--- config.mk ---
export PLATFORM = sky130hd
export DESIGN_NAME = crs_col_gen
export DESIGN_NICKNAME = d
export VERILOG_FILES = /design/src/rtl/crs_col_pkg.sv /design/src/rtl/act_window_det.sv /design/src/rtl/sqe_pulse_gen.sv /design/src/rtl/crs_col_rules.sv /design/src/rtl/crs_col_gen.sv
export SDC_FILE = /design/constraint.sdc
export NUM_CORES = 1
export LEC_CHECK = 0
export CORE_MARGIN = 8
export CORE_UTILIZATION = 50
export CTS_CLUSTER_DIAMETER = 40
export DETAILED_ROUTE_END_ITERATION = 10
export PLACE_DENSITY = 0.73
export SETUP_SLACK_MARGIN = 0.05
export SYNTH_ARGS = -nofsm -noshare
export SYNTH_HDL_FRONTEND = slang
export SYNTH_SLANG_ARGS = --single-unit
--- constraint.sdc ---
create_clock -name clk_i -period 1.4 [get_ports clk_i]
set_input_delay 0.28 -clock clk_i [delete_from_list [all_inputs] [get_ports clk_i]]
set_output_delay 0.28 -clock clk_i [all_outputs]
set_load 0.05 [all_outputs]
--- src/rtl/crs_col_pkg.sv ---
package crs_col_pkg;
  localparam int unsigned WIN_W_DEF   = 10;
  localparam int unsigned SQE_LEN_DEF = 10;

  function automatic int unsigned cnt_width(input int unsigned max_val);
    return (max_val < 2) ? 1 : $clog2(max_val + 1);
  endfunction
endpackage

--- src/rtl/act_window_det.sv ---
module act_window_det #(
  parameter int unsigned WIN_W = crs_col_pkg::WIN_W_DEF
) (
  input  logic clk_i,
  input  logic rst_ni,
  input  logic bit_vld_i,
  input  logic bit_i,
  output logic act_o,
  output logic idle_o
);
  logic [WIN_W-1:0] win_q;
  logic [WIN_W-3:0] pair_hit;
  logic             spaced_zeros;
  logic             act_q;

  always_ff @(posedge clk_i or negedge rst_ni) begin
    if (!rst_ni)        win_q <= '1;
    else if (bit_vld_i) win_q <= {win_q[WIN_W-2:0], bit_i};
  end

  // zero at i with another zero at least two positions above it
  for (genvar i = 0; i < WIN_W - 2; i++) begin : g_pair
    assign pair_hit[i] = ~win_q[i] & ~(&win_q[WIN_W-1:i+2]);
  end

  assign spaced_zeros = |pair_hit;
  assign idle_o       = &win_q;

  always_ff @(posedge clk_i or negedge rst_ni) begin
    if (!rst_ni)           act_q <= 1'b0;
    else if (spaced_zeros) act_q <= 1'b1;
    else if (idle_o)       act_q <= 1'b0;
  end

  assign act_o = act_q;
endmodule

--- src/rtl/sqe_pulse_gen.sv ---
module sqe_pulse_gen #(
  parameter int unsigned SQE_LEN = crs_col_pkg::SQE_LEN_DEF
) (
  input  logic clk_i,
  input  logic rst_ni,
  input  logic req_i,
  input  logic en_i,
  output logic pulse_o
);
  localparam int unsigned CW = crs_col_pkg::cnt_width(SQE_LEN);
  localparam logic [CW-1:0] LEN_V = CW'(SQE_LEN);

  logic [CW-1:0] cnt_q;

  always_ff @(posedge clk_i or negedge rst_ni) begin
    if (!rst_ni)            cnt_q <= '0;
    else if (req_i && en_i) cnt_q <= LEN_V;
    else if (cnt_q != '0)   cnt_q <= cnt_q - 1'b1;
  end

  assign pulse_o = (cnt_q != '0);
endmodule

--- src/rtl/crs_col_rules.sv ---
module crs_col_rules (
  input  logic rx_act_i,
  input  logic tx_en_i,
  input  logic full_duplex_i,
  input  logic repeater_i,
  input  logic sqe_i,
  input  logic sqe_inhibit_i,
  output logic crs_o,
  output logic col_o
);
  logic tx_sense;

  assign tx_sense = tx_en_i & ~full_duplex_i & ~repeater_i;
  assign crs_o    = rx_act_i | tx_sense;
  assign col_o    = ~full_duplex_i & ((rx_act_i & tx_en_i) | (sqe_i & ~sqe_inhibit_i));
endmodule

--- src/rtl/crs_col_gen.sv ---
module crs_col_gen #(
  parameter int unsigned WIN_W   = crs_col_pkg::WIN_W_DEF,
  parameter int unsigned SQE_LEN = crs_col_pkg::SQE_LEN_DEF
) (
  input  logic clk_i,
  input  logic rst_ni,
  input  logic speed100_i,
  input  logic code_bit_i,
  input  logic code_bit_vld_i,
  input  logic rx_act10_i,
  input  logic tx_en_i,
  input  logic full_duplex_i,
  input  logic repeater_i,
  input  logic sqe_req_i,
  input  logic sqe_inhibit_i,
  output logic crs_o,
  output logic col_o
);
  logic act100;
  logic win_idle;
  logic rx_act;
  logic sqe_pulse;

  act_window_det #(.WIN_W(WIN_W)) u_det (
    .clk_i     (clk_i),
    .rst_ni    (rst_ni),
    .bit_vld_i (code_bit_vld_i),
    .bit_i     (code_bit_i),
    .act_o     (act100),
    .idle_o    (win_idle)
  );

  assign rx_act = speed100_i ? act100 : rx_act10_i;

  sqe_pulse_gen #(.SQE_LEN(SQE_LEN)) u_sqe (
    .clk_i   (clk_i),
    .rst_ni  (rst_ni),
    .req_i   (sqe_req_i),
    .en_i    (~full_duplex_i),
    .pulse_o (sqe_pulse)
  );

  crs_col_rules u_rules (
    .rx_act_i      (rx_act),
    .tx_en_i       (tx_en_i),
    .full_duplex_i (full_duplex_i),
    .repeater_i    (repeater_i),
    .sqe_i         (sqe_pulse),
    .sqe_inhibit_i (sqe_inhibit_i),
    .crs_o         (crs_o),
    .col_o         (col_o)
  );
endmodule

Yosys cells after proc, flatten, opt, wreduce, memory -nomap -nowiden:

Cells that the tools add are included.

* flip-flop bits (word level): 15
* bits of input ports: 11
* output and inout bits: 2
* word-level logic and storage cells: 56

* add/sub/neg operators: 1
* mux-type cells: 5
* bitwise gates (word level): 34
* reduce and logical (&&, ||, !) cells: 13

Operator list (count)
* 1-bit inverter: 19
* 1-bit bitwise AND: 13
* 10-bit AND reduction: 1
* 4-bit 2-to-1 mux: 2
* 8-bit AND reduction: 1
* 8-bit OR reduction: 1
* 7-bit AND reduction: 1
* 6-bit AND reduction: 1
* 5-bit AND reduction: 1
* 4-bit AND reduction: 1
* 2-bit nonzero test: 2
* 4-bit nonzero test: 1
* 4-bit by 1-bit subtractor with 4-bit output (second input constant): 1
* 1-bit 2-to-1 mux: 3
* 3-bit AND reduction: 1
* 1-bit OR: 2
* 2-bit AND reduction: 1
* 1-bit logical AND: 1

Longest topological paths before layout:

* depth after elaboration: 5
* depth in mapped cells: 6
* depth with buffers taken out: 6

Hierarchy:

A second synthesis with hierarchy kept.

* cells, all modules: 69
* area total of the unflattened synthesis: 809.5 µm²

Modules (own cells, without submodules)
* act_window_det: instances 1, cells each 40, area each 519.2 µm², sequential area each 287.8 µm²
* sqe_pulse_gen: instances 1, cells each 22, area each 245.2 µm², sequential area each 100.1 µm²
* crs_col_rules: instances 1, cells each 5, area each 26.3 µm², sequential area each 0.0 µm²
* crs_col_gen: instances 1, cells each 2, area each 18.8 µm², sequential area each 0.0 µm²

Worst setup path after synthesis:

No wires, ideal clock.

* path type: reg2out
* start: register u_sqe.cnt_q[0]
* end: output port col_o
* arrival time: 1.521 ns
* data required time: 1.120 ns
* setup slack: -0.401 ns
* stages on the path, launching flop included: 7
* buffers on the path: 0
* cells stage by stage: dfrtp_1 inv_1 ha_1 nor3b_2 nor2_1 a21oi_1 nor2_1

* word-level cells in the longest chain between the ends: 4

RTL lines
* start, declared: RTL line sqe_pulse_gen.sv:13 `logic [CW-1:0] cnt_q;`
* start signal, assigned: RTL line sqe_pulse_gen.sv:18 `else if (cnt_q != '0) cnt_q <= cnt_q - 1'b1;`
* 4-bit nonzero test: RTL line sqe_pulse_gen.sv:21 `assign pulse_o = (cnt_q != '0);`
* 1-bit bitwise AND: RTL line crs_col_rules.sv:15 `assign col_o = ~full_duplex_i & ((rx_act_i & tx_en_i) | (sqe_i & ~sqe_inhibit_i));`
* 1-bit OR: RTL line crs_col_rules.sv:15
* 1-bit bitwise AND: RTL line crs_col_rules.sv:15
* end, declared: RTL line crs_col_gen.sv:17 `output logic col_o`

Every way passes these cells.

Worst setup path after layout:

* start: register u_sqe.cnt_q[1]
* end: output port col_o

Same word-level chain as after synthesis.

==> metrics.cfg <==
[drt]
detail_route.first_pass.iterations = 2
drtIter0Drc = 2
routed_wl_um = 1652
viasPerCell = 5.423
dr_wl_met2_um = 895
wirelength_met1_um = 692
wl_met3_um = 36
ant_nets = 0
top_layer_used = met4
drc_errors = 0
wl_per_cell_um = 14.88
vias = 602

[cts]
hold_buffers = 0
cts.sinks = 15
clockRootBuffer = clkbuf_4
htreeDepth = 1
cts_max_path_buffers = 2
clkTransAtPathRegs_ps = 100
cts_buffers = 3
cts_tree = done
clk_latency_ps = 290

[global_route]
grt_pass1_wl_um = 2635
gr-total-overflow = 0
grt_max_degree = 16
track_usage_pct = 12.06
antenna_found_initial = 0
first_global_vias = 589

[worst_setup_path]
worstSetupEndpointType = primary output
critPathLaunchType = flip-flop
cp.required_ps = 1120
timing.rr.start = u_sqe.cnt_q[1]$_DFFE_PN0P_
cp.arrival_ps = 1540
crit_fanout = 2
startpoint = u_sqe.cnt_q[1]$_DFFE_PN0P_
critPathKind = flip-flop to primary output

[placement]
io_buffers = 12
gp_congestion = 0.7999

[job]
drv_cap = 0

[timing]
setup_tns_ps = -643.4
setup_viol = 3
rsz0062_at_grt = true
post-route-min-period_ps = 1816
slew_headroom_pct = 82.02
finClkSkew_ps = 8.082
period_share_pct = 129.7
tightest_slew_ps = 269.1
final.setup.worst_slack_ps = -416.2
hold_violations = 0
max_freq_mhz = 550.6
drv_slew = 0

[finish]
layout_commonest_cell = buf_4
regArea_um2 = 387.9
multi_input_area_um2 = 410.4
areaGrowthSynthToFinish_pct = 46.95
num-nets-final = 109
drive_above_1_share_pct = 55.79
num-fill-cells = 104
diodes = 0
final_cell_mix = 16 x buf_4, 10 x dfstp_2, 8 x clkdlybuf4s50_1

[synth]
synth_largest_area_cell = dfstp_2
netlist_instances = 63
ys_seq_elements = 15
syn_area_um2 = 759.5
synthDominantCellAreaShare_pct = 34.60
ys_types = 26
yosys_warnings = 0
synth_nets = 76
synth.avg_cell_area_um2 = 12.06
yosysSeqAreaShare_pct = 51.07
synth_area_leaders = dfstp_2 35%, dfrtp_1 16%, mux2_1 8.9%, mux2_2 8.9%, ha_1 3.3%

[pwr]
peakVddDrop_v = 0.001126
finalPower_w = 0.001835
total_leakage_power_nw = 0.4887
p_per_area_nw_per_um2 = 1644

[run_status]
status = finished, violations left
failed_checks = setup timing

[floorplanning]
die_h_um = 54.98
ioPinCount = 13
num_rows = 14
start_util_pct = 51.62
design.die.area_um2 = 3022
coreArea_um2 = 1471
die_w_um = 54.98

[worst_hold_path]
min_path_type = primary input to asynchronous set/reset pin

[path summary, 6_finish.rpt]
kind                                                    to  slack [ps]  depth (start not counted)
max in group asynchronous       u_det.win_q[9]$_DFFE_PN1P_         860                          2
worst min register to register  u_det.win_q[1]$_DFFE_PN1P_         640                          1
worst max-delay path                                 col_o        -420                          7
worst min-delay path            u_sqe.cnt_q[0]$_DFFE_PN0P_         300                          2
min in group clk_i              u_sqe.cnt_q[1]$_DFFE_PN0P_         590                          3
worst max register to register  u_sqe.cnt_q[1]$_DFFE_PN0P_         -70                          7
[sequential cells by signal (all words and copies together), names as in the netlist]
signal	count
u_det.win_q	10
u_sqe.cnt_q	4
u_det.act_o	1
[Yosys cell counts]
| master | instances |
|---|---|
| dfrtp_1 | 5 |
| xnor2_1 | 2 |
| nor3_1 | 2 |
| o211ai_1 | 1 |
| o21ai_1 | 1 |
| a211o_1 | 2 |
| nand4_2 | 1 |
| o2111ai_1 | 2 |
| inv_1 | 3 |
| nand2_1 | 2 |
| nor3b_2 | 1 |
| nand3_1 | 1 |
| nor2b_1 | 2 |
| a32oi_1 | 1 |
| mux2_1 | 6 |
| nand2b_1 | 1 |
| nor2_1 | 5 |
| mux2_2 | 6 |
| a21oi_1 | 2 |
| or3_1 | 1 |
| dfstp_2 | 10 |
| nor2_2 | 1 |
| ha_1 | 2 |
| a21o_1 | 1 |
| and3_1 | 1 |
| buf_2 | 1 |
[per-stage QoR]
| stage | worst slack [ps] | instances | area, um^2 | utilization [%] | hold slack (ps) |
|---|---|---|---|---|---|
| after floorplan | -28.70 | 63 | 789.5 | - | -15.59 |
| after global placement | -383.2 | 99 | 987.2 | 67.09 | 608.0 |
| after detailed placement | -404.7 | 99 | 987.2 | 67.09 | 604.4 |
| after CTS | -435.6 | 104 | 1039 | 70.58 | 297.1 |
| after global routing | -504.0 | 111 | 1116 | 75.85 | 309.1 |
| final | -416.2 | 111 | 1116 | 75.85 | 295.1 |
[power by group]
group          switching (W)  internal, W  leakage, nW
Sequential          0.000156     0.000649        0.160
Combinational       0.000303     0.000478        0.311
Clock               0.000143     0.000106       0.0177
[per-layer routing]
| layer | vias up | GRT usage [%] |
|---|---|---|
| met5 | - | 0 |
| met4 | 0 | 7.200 |
| met3 | 4 | 1.872 |
| met2 | 5 | 20.00 |
| met1 | 293 | 14.40 |
| li1 | 300 | - |
[worst max-delay path, stage by stage, from the launching register on]
cell,delay (ps)
dfrtp_1,400
inv_2,90
ha_4,130
nor3b_4,220
nor2_2,70
a21oi_2,160
nor2_4,50
buf_8,140
[cell type report]
cell class / count / area share, %
well taps: 16 / 1.794
repair buffers: 29 / 23.21
flip-flops and latches: 15 / 34.75
inverters: 3 / 1.009
clock inverters: 1 / 0.4484
multi-input cells: 44 / 36.77
clock buffers: 3 / 2.018
[cell families after synthesis]
| kind of cell | synth area share [%] |
|---|---|
| xor+xnor | 2.307 |
| compound gates | 9.721 |
| mux | 17.79 |
| buf+inv | 2.141 |
| simple gates | 13.68 |
| fa+ha+maj | 3.294 |
| flops | 51.07 |
[what timing repair did]
item,in CTS,in global routing
endpoints found under the setup margin,3,5
pin swaps,3,3
buffers inserted,1,7
resized for setup,7,6
Power figures use the tool's default switching activity.
